===== config.mk =====
export PLATFORM = sky130hd
export DESIGN_NAME = fsb_adc_slave
export DESIGN_NICKNAME = d
export VERILOG_FILES = /design/src/rtl/fsb_pkg.sv /design/src/rtl/fsb_frame_decode.sv /design/src/rtl/fsb_reg_file.sv /design/src/rtl/fsb_sample_fmt.sv /design/src/rtl/fsb_read_port.sv /design/src/rtl/fsb_adc_slave.sv
export SDC_FILE = /design/constraint.sdc
export NUM_CORES = 1
export LEC_CHECK = 0
export ABC_AREA = 1
export BUFFER_PORTS_ARGS = -buffer_cell sky130_fd_sc_hd__buf_2
export CORE_ASPECT_RATIO = 0.7
export CORE_MARGIN = 3
export CORE_UTILIZATION = 30
export DETAILED_ROUTE_END_ITERATION = 7
export MAX_ROUTING_LAYER = met4
export PLACE_DENSITY_LB_ADDON = 0.15
export SLEW_MARGIN = 20
export SYNTH_ARGS = -nofsm -noshare
export SYNTH_HDL_FRONTEND = slang
export SYNTH_HIERARCHICAL = 1
export SYNTH_SLANG_ARGS = --single-unit

===== constraint.sdc =====
create_clock -name clk -period 2.6 [get_ports clk]
set_clock_uncertainty 0.1 [all_clocks]
set_input_delay 0.26 -clock clk [delete_from_list [all_inputs] [get_ports clk]]
set_output_delay 0.26 -clock clk [all_outputs]
set_load 0.01 [all_outputs]

===== src/rtl/fsb_pkg.sv =====
package fsb_pkg;
  typedef enum logic [1:0] {
    FK_NULL = 2'b00,
    FK_CTRL = 2'b01,
    FK_DATA = 2'b10,
    FK_RSVD = 2'b11
  } frame_kind_e;

  typedef enum logic [1:0] {
    OP_NONE = 2'b00,
    OP_SEL  = 2'b01,
    OP_WR   = 2'b10,
    OP_RD   = 2'b11
  } ctrl_op_e;

  typedef enum logic [1:0] {
    SRC_EXT  = 2'b00,
    SRC_ZERO = 2'b01,
    SRC_BAT0 = 2'b10,
    SRC_BAT1 = 2'b11
  } src_sel_e;
endpackage


===== src/rtl/fsb_frame_decode.sv =====
module fsb_frame_decode
  import fsb_pkg::*;
#(
  parameter int DATA_W = 8,
  localparam int FRAME_W = DATA_W + 2
) (
  input  logic               clk,
  input  logic               rst,
  input  logic               frm_valid,
  input  logic [FRAME_W-1:0] frm_data,
  output logic               is_null,
  output logic               is_ctrl,
  output logic               is_data,
  output logic [DATA_W-1:0]  payload
);
  frame_kind_e kind;

  always_comb begin
    kind    = frame_kind_e'(frm_data[FRAME_W-1 -: 2]);
    payload = frm_data[DATA_W-1:0];
    is_null = frm_valid && (kind == FK_NULL);
    is_ctrl = frm_valid && (kind == FK_CTRL);
    is_data = frm_valid && (kind == FK_DATA);
  end

  // at most one frame kind strobe per cycle; reserved kind raises none
  p_one_kind_r1: assert property (@(posedge clk) disable iff (rst)
    $onehot0({is_null, is_ctrl, is_data}));
  p_rsvd_silent_r1: assert property (@(posedge clk) disable iff (rst)
    (frm_valid && frm_data[FRAME_W-1 -: 2] == 2'b11) |-> !(is_null || is_ctrl || is_data));
endmodule


===== src/rtl/fsb_reg_file.sv =====
module fsb_reg_file
  import fsb_pkg::*;
#(
  parameter int DATA_W = 8,
  parameter int ADDR_W = 4,
  parameter logic [ADDR_W-1:0] A_CFG1 = 4'h1,
  parameter logic [ADDR_W-1:0] A_CFG2 = 4'h2,
  parameter logic [ADDR_W-1:0] A_CFG3 = 4'h7,
  parameter logic [DATA_W-1:0] CFG3_KEEP = 8'h06
) (
  input  logic              clk,
  input  logic              rst,
  input  logic              is_null,
  input  logic              is_ctrl,
  input  logic              is_data,
  input  logic [DATA_W-1:0] payload,
  output logic [DATA_W-1:0] ctrl_byte,
  output logic [DATA_W-1:0] cfg1,
  output logic [DATA_W-1:0] cfg2,
  output logic [DATA_W-1:0] cfg3
);
  localparam int NREG = 3;

  logic [ADDR_W-1:0] addr;
  ctrl_op_e          op;
  logic              wr_ok;
  logic [DATA_W-1:0] bank [NREG];

  typedef logic [ADDR_W-1:0] addr_t;
  typedef logic [DATA_W-1:0] byte_t;
  localparam addr_t ADDRS [NREG] = '{A_CFG1, A_CFG2, A_CFG3};
  localparam byte_t KEEPS [NREG] = '{{DATA_W{1'b1}}, {DATA_W{1'b1}}, CFG3_KEEP};

  assign addr  = ctrl_byte[ADDR_W-1:0];
  assign op    = ctrl_op_e'(ctrl_byte[DATA_W-1 -: 2]);
  assign wr_ok = is_data && (op == OP_WR);

  always_ff @(posedge clk) begin
    if (rst || is_null) ctrl_byte <= '0;
    else if (is_ctrl)   ctrl_byte <= payload;
  end

  for (genvar i = 0; i < NREG; i++) begin : g_cfg
    always_ff @(posedge clk) begin
      if (rst || is_null)
        bank[i] <= '0;
      else if (wr_ok && addr == ADDRS[i])
        bank[i] <= payload & KEEPS[i];
    end
  end

  assign cfg1 = bank[0];
  assign cfg2 = bank[1];
  assign cfg3 = bank[2];

  // null frame leaves everything at zero
  p_null_clear_r2: assert property (@(posedge clk) disable iff (rst)
    is_null |=> (ctrl_byte == '0 && cfg1 == '0 && cfg2 == '0 && cfg3 == '0));
  // control frame loads the control byte
  p_ctrl_load_r3: assert property (@(posedge clk) disable iff (rst)
    is_ctrl |=> ctrl_byte == $past(payload));
  // data outside write operation changes nothing
  p_data_ignored_r10: assert property (@(posedge clk) disable iff (rst)
    (is_data && op != OP_WR) |=> ($stable(cfg1) && $stable(cfg2) && $stable(cfg3) && $stable(ctrl_byte)));
  // address-7 register never holds bits outside the kept field
  p_cfg3_field_r8: assert property (@(posedge clk) disable iff (rst)
    (cfg3 & ~CFG3_KEEP) == '0);
endmodule


===== src/rtl/fsb_sample_fmt.sv =====
module fsb_sample_fmt
  import fsb_pkg::*;
#(
  parameter int DATA_W = 8,
  parameter int SAMPLE_W = 12,
  parameter logic [SAMPLE_W-1:0] FULL_SCALE = 12'h7FF,
  parameter int HI_BIT = 2,
  localparam int HI_W = SAMPLE_W - DATA_W
) (
  input  logic                clk,
  input  logic                rst,
  input  logic [SAMPLE_W-1:0] conv_sample,
  input  logic [DATA_W-1:0]   cfg2,
  input  logic [DATA_W-1:0]   cfg3,
  output logic [DATA_W-1:0]   adc_byte
);
  src_sel_e              src;
  logic [SAMPLE_W-1:0]   smp;
  logic                  hi_mode;

  assign src     = src_sel_e'(cfg2[DATA_W-1 -: 2]);
  assign hi_mode = cfg3[HI_BIT];

  always_comb begin
    case (src)
      SRC_EXT:  smp = conv_sample;
      SRC_ZERO: smp = '0;
      default:  smp = FULL_SCALE;
    endcase
  end

  always_comb begin
    if (hi_mode)
      adc_byte = {{(DATA_W-HI_W){1'b0}}, smp[SAMPLE_W-1:DATA_W]};
    else
      adc_byte = {~smp[DATA_W-1], smp[DATA_W-2:0]};
  end

  // high mode never drives the upper payload bits
  p_hi_upper_zero_r7: assert property (@(posedge clk) disable iff (rst)
    hi_mode |-> adc_byte[DATA_W-1:HI_W] == '0);
  // internal node source reads as zero (inverted top bit in low mode)
  p_zero_src_r5: assert property (@(posedge clk) disable iff (rst)
    (src == SRC_ZERO && !hi_mode) |-> adc_byte == {1'b1, {(DATA_W-1){1'b0}}});
endmodule


===== src/rtl/fsb_read_port.sv =====
module fsb_read_port
  import fsb_pkg::*;
#(
  parameter int DATA_W = 8,
  parameter int ADDR_W = 4,
  parameter logic [ADDR_W-1:0] A_ADC  = 4'h0,
  parameter logic [ADDR_W-1:0] A_CFG1 = 4'h1,
  parameter logic [ADDR_W-1:0] A_CFG2 = 4'h2,
  parameter logic [ADDR_W-1:0] A_CFG3 = 4'h7,
  parameter logic [ADDR_W-1:0] A_STAT = 4'hD,
  parameter logic [DATA_W-1:0] ID_CODE = 8'h43,
  parameter logic [DATA_W-1:0] ID_BYTE = 8'h80
) (
  input  logic              clk,
  input  logic              rst,
  input  logic              rd_strobe,
  input  logic [DATA_W-1:0] ctrl_byte,
  input  logic [DATA_W-1:0] adc_byte,
  input  logic [DATA_W-1:0] cfg1,
  input  logic [DATA_W-1:0] cfg2,
  input  logic [DATA_W-1:0] cfg3,
  input  logic              cold_start,
  input  logic              power_fail,
  output logic [DATA_W-1:0] rd_data
);
  ctrl_op_e          op;
  logic [ADDR_W-1:0] addr;
  logic [DATA_W-1:0] status;
  logic [DATA_W-1:0] reg_val;
  logic [DATA_W-1:0] rd_next;

  assign op     = ctrl_op_e'(ctrl_byte[DATA_W-1 -: 2]);
  assign addr   = ctrl_byte[ADDR_W-1:0];
  assign status = {{(DATA_W-2){1'b0}}, power_fail, cold_start};

  always_comb begin
    if      (addr == A_ADC)  reg_val = adc_byte;
    else if (addr == A_CFG1) reg_val = cfg1;
    else if (addr == A_CFG2) reg_val = cfg2;
    else if (addr == A_CFG3) reg_val = cfg3;
    else if (addr == A_STAT) reg_val = status;
    else                     reg_val = '0;
  end

  always_comb begin
    case (op)
      OP_SEL:  rd_next = (ctrl_byte == ID_CODE) ? ID_BYTE : '0;
      OP_RD:   rd_next = reg_val;
      default: rd_next = '0;
    endcase
  end

  always_ff @(posedge clk) begin
    if (rst)            rd_data <= '0;
    else if (rd_strobe) rd_data <= rd_next;
  end

  // output holds between strobes
  p_hold_r11: assert property (@(posedge clk) disable iff (rst)
    !rd_strobe |=> $stable(rd_data));
  // only the identification code answers a select
  p_id_only_r4: assert property (@(posedge clk) disable iff (rst)
    (rd_strobe && op == OP_SEL && ctrl_byte != ID_CODE) |=> rd_data == '0);
  // status upper bits are zero
  p_status_r9: assert property (@(posedge clk) disable iff (rst)
    (rd_strobe && op == OP_RD && addr == A_STAT) |=> rd_data[DATA_W-1:2] == '0);
endmodule


===== src/rtl/fsb_adc_slave.sv =====
module fsb_adc_slave
  import fsb_pkg::*;
#(
  parameter int DATA_W = 8,
  parameter int ADDR_W = 4,
  parameter int SAMPLE_W = 12,
  parameter logic [SAMPLE_W-1:0] FULL_SCALE = 12'h7FF,
  parameter logic [DATA_W-1:0] ID_CODE = 8'h43,
  parameter logic [DATA_W-1:0] ID_BYTE = 8'h80,
  localparam int FRAME_W = DATA_W + 2
) (
  input  logic                clk,
  input  logic                rst,
  input  logic                frm_valid,
  input  logic [FRAME_W-1:0]  frm_data,
  input  logic                rd_strobe,
  input  logic [SAMPLE_W-1:0] conv_sample,
  input  logic                cold_start,
  input  logic                power_fail,
  output logic [DATA_W-1:0]   rd_data
);
  localparam logic [ADDR_W-1:0] A_ADC  = ADDR_W'(0);
  localparam logic [ADDR_W-1:0] A_CFG1 = ADDR_W'(1);
  localparam logic [ADDR_W-1:0] A_CFG2 = ADDR_W'(2);
  localparam logic [ADDR_W-1:0] A_CFG3 = ADDR_W'(7);
  localparam logic [ADDR_W-1:0] A_STAT = ADDR_W'(13);
  localparam int HI_BIT = 2;
  localparam logic [DATA_W-1:0] CFG3_KEEP = DATA_W'(6);

  logic              is_null, is_ctrl, is_data;
  logic [DATA_W-1:0] payload, ctrl_byte, cfg1, cfg2, cfg3, adc_byte;

  fsb_frame_decode #(.DATA_W(DATA_W)) u_dec (
    .clk(clk), .rst(rst), .frm_valid(frm_valid), .frm_data(frm_data),
    .is_null(is_null), .is_ctrl(is_ctrl), .is_data(is_data), .payload(payload)
  );

  fsb_reg_file #(
    .DATA_W(DATA_W), .ADDR_W(ADDR_W), .A_CFG1(A_CFG1), .A_CFG2(A_CFG2),
    .A_CFG3(A_CFG3), .CFG3_KEEP(CFG3_KEEP)
  ) u_regs (
    .clk(clk), .rst(rst), .is_null(is_null), .is_ctrl(is_ctrl), .is_data(is_data),
    .payload(payload), .ctrl_byte(ctrl_byte), .cfg1(cfg1), .cfg2(cfg2), .cfg3(cfg3)
  );

  fsb_sample_fmt #(
    .DATA_W(DATA_W), .SAMPLE_W(SAMPLE_W), .FULL_SCALE(FULL_SCALE), .HI_BIT(HI_BIT)
  ) u_fmt (
    .clk(clk), .rst(rst), .conv_sample(conv_sample), .cfg2(cfg2), .cfg3(cfg3),
    .adc_byte(adc_byte)
  );

  fsb_read_port #(
    .DATA_W(DATA_W), .ADDR_W(ADDR_W), .A_ADC(A_ADC), .A_CFG1(A_CFG1),
    .A_CFG2(A_CFG2), .A_CFG3(A_CFG3), .A_STAT(A_STAT),
    .ID_CODE(ID_CODE), .ID_BYTE(ID_BYTE)
  ) u_rd (
    .clk(clk), .rst(rst), .rd_strobe(rd_strobe), .ctrl_byte(ctrl_byte),
    .adc_byte(adc_byte), .cfg1(cfg1), .cfg2(cfg2), .cfg3(cfg3),
    .cold_start(cold_start), .power_fail(power_fail), .rd_data(rd_data)
  );
endmodule


==> metrics.md <==
| Metric | Value |
|---|---|
| Outcome | finished clean |
| Worst Path Required | 2460 ps |
| GPL Wtd Cong | 0.848 |
| Slew HR | 0.560 |
| Initial core utilization | 0.315 |
| Nets | 315 |
| Power, Total | 1330 uW |
| Maxcap violations | 0 |
| Area Overhead vs Synth | 14.5% |
| DRT iter0 DRCs | 57 |
| Setup TNS | 0 ps |
| Post-CTS sizing | 0 |
| Max layer used | met4 |
| Clk slew on worst S/H paths | 80 ps |
| Crit. End Element | flip-flop |
| ANT nets after route | 0 |
| Initial antenna violation count | 0 |
| DR pass1 iterations | 4 |
| Number of global-route vias before repair | approximately 1600 |
| Worst Tran Pin Value | 651 ps |
| Final worst path period need | roughly 1600 ps |
| Seq/Total Area, Yosys | 0.429 |
| Post-DP HPWL | 3.63 mm |
| H-tree depth | 2 |
| CP Launch Type | flip-flop |
| Tot GR Track Use | 0.135 |
| CTS Hold Buffers Added | 0 |
| Pre-CTS setup slack | 948 ps |
| Clk sink count | 34 |
| Max-slew violation count | 0 |
| Met3 WL | ~280 um |
| Synth Area per Inst | 7.75 um2 |
| Worst skew pair latency | 290 ps |
| Yosys cell types | 27 |
| DRT met1 WL | 2.65 mm |
| Critical path type | flip-flop to flip-flop |
| Residual DRC | 0 |
| First-pass GRT wire length | 7.89 mm |
| Io pins | 36 |
| Max VDD drop | 0.000199 V |
| Total grt overflow | 0 |
| Synth Cell Area | approximately 2000 um2 |
| Post-layout instance area | 2300 um2 |
| Via count | 1628 |
| Final hold viol count | 0 |
| Sequential cell area | 861 um2 |
| Cells after Synth | about 260 |
| Multi-input logic area | 871 um2 |
| Die ar. | 7720 um2 |
| RSZ-0062 raised after global routing | no |
| Maximum clock frequency | 609 MHz |
| Final hold slack | 163 ps |
| Via/cell ratio | roughly 4.3 |
| Fillcell total | 707 |
| Die W | 104 um |
| Largest net degree at the start of global routing | 17 |
| Layout cells sized above 1 | 0.253 |
| Avg WL per Cell | 12.6 um |
| Final WL | around 4.8 mm |
| Yosys reg bits | 34 |
| Setup ws final | 959 ps |
| Placement Rows | 24 |
| Yosys Warn Count | 6 |
| CTS tree | yes |
| CTS Buf Count | 5 |
| Met2 WL | between 1.5 and 2 mm |
| Crit-path max FO | 12 |
| DIE HEIGHT | 74.4 um |
| Root Buffer | clkbuf_8 |
| Maximum clock path buffer count | 2 |
| IO Port Bufs | 35 |
| Setup bufs post-CTS | 0 |
| Leak Pwr | just over 0.001 uW |
| ANT cells | 0 |
| Final Setup Violations | 0 |
| Dpl cell area | 2160 um2 |
| Tcrit/Tclk final | 0.631 |
| CP arrival | 1500 ps |
| CORE AREA | about 6400 um2 |
| Pwr Density | 580 nW/um2 |
| Hold Crit Class | input pin to flip-flop |
## critical path: stages, from the launching register on
cell and delay [ps]:
dfxtp_1 610, nand2_1 130, nor2_2 150, nand2_1 60, nand2_1 270
## Yosys cell counts (all sizes together)
cell	count	area [um2]
inv	34	133
buf	20	161
nand4	11	68.8
dfxtp	16	320
nand2	74	295
nor3	3	42.5
nor4b	1	8.76
o21bai	3	22.5
and3	1	6.26
nor2	31	139
o211ai	1	7.51
conb	1	3.75
nand3	10	60.1
edfxtp	18	541
o21ai	15	75.1
a21oi	20	123
## cell families (layout without fill, tap and decap cells)
logic type	after synthesis	in the layout	share of synthesized area
buffers and inverters	54	78	0.147
AND/OR/NAND/NOR	131	131	0.309
flip-flops	34	34	0.429
AO/OA/AOI/OAI	39	39	0.113
other	1	6	0.00187
## cell usage in the layout (no fill, tap or decap), drive strengths merged
cell,netlist,layout
nor2,31,31
clkbuf,0,5
inv,34,34
o21bai,3,3
bufinv,0,2
dfxtp,16,16
nand4,11,11
and3,1,1
nor4b,1,1
nor3,3,3
conb,1,6
a21oi,20,20
clkinv,0,1
o21ai,15,15
o211ai,1,1
nand2,74,74
edfxtp,18,18
buf,20,36
nand3,10,10
## registers in the layout, summed over array words and instances, names as in the netlist
| signal | flops |
|---|---|
| u_regs/bank | 18 |
| u_rd/rd_data | 8 |
| u_regs/ctrl_byte | 8 |
## path summary, 6_finish.rpt
path / start / endpoint / slack, ps / cells after the start
setup / recovery: u_regs/ctrl_byte[1] / u_regs/bank[1][0] / 960 / 4
hold / removal: frm_data[7] / u_regs/ctrl_byte[7] / 160 / 3
setup reg to reg: u_regs/ctrl_byte[1] / u_regs/bank[1][0] / 960 / 4
hold reg to reg: u_rd/rd_data[7] / u_rd/rd_data[7] / 370 / 2
## layer usage
layer / track usage / vias to the layer above
li1: - / 872
met1: 0.196 / 703
met2: 0.183 / 49
met3: 0.0408 / 4
met4: 0.0310 / 0
met5: - / -
## final cells by class
type                       count  area share
timing repair buffer          36      0.0795
multi-input combinational    176       0.379
inverter                      34      0.0577
tap                           91      0.0495
clock inverter                 3      0.0299
sequential                    34       0.375
clock buffer                   5      0.0299
## power breakdown
part / internal (uW) / switching [uW] / total, uW
logic: 44.1 / 83.8 / 128
clock network: 384 / 218 / 603
registers: 582 / 20.0 / 602
## stage by stage
| step | instances | utilization |
|---|---|---|
| floorplan | 264 | - |
| global placement | 371 | 0.339 |
| detailed placement | 371 | 0.339 |
| CTS | 379 | 0.361 |
| global route | 379 | 0.361 |
| finish | 379 | 0.361 |
(Power assumes the default switching activity.)
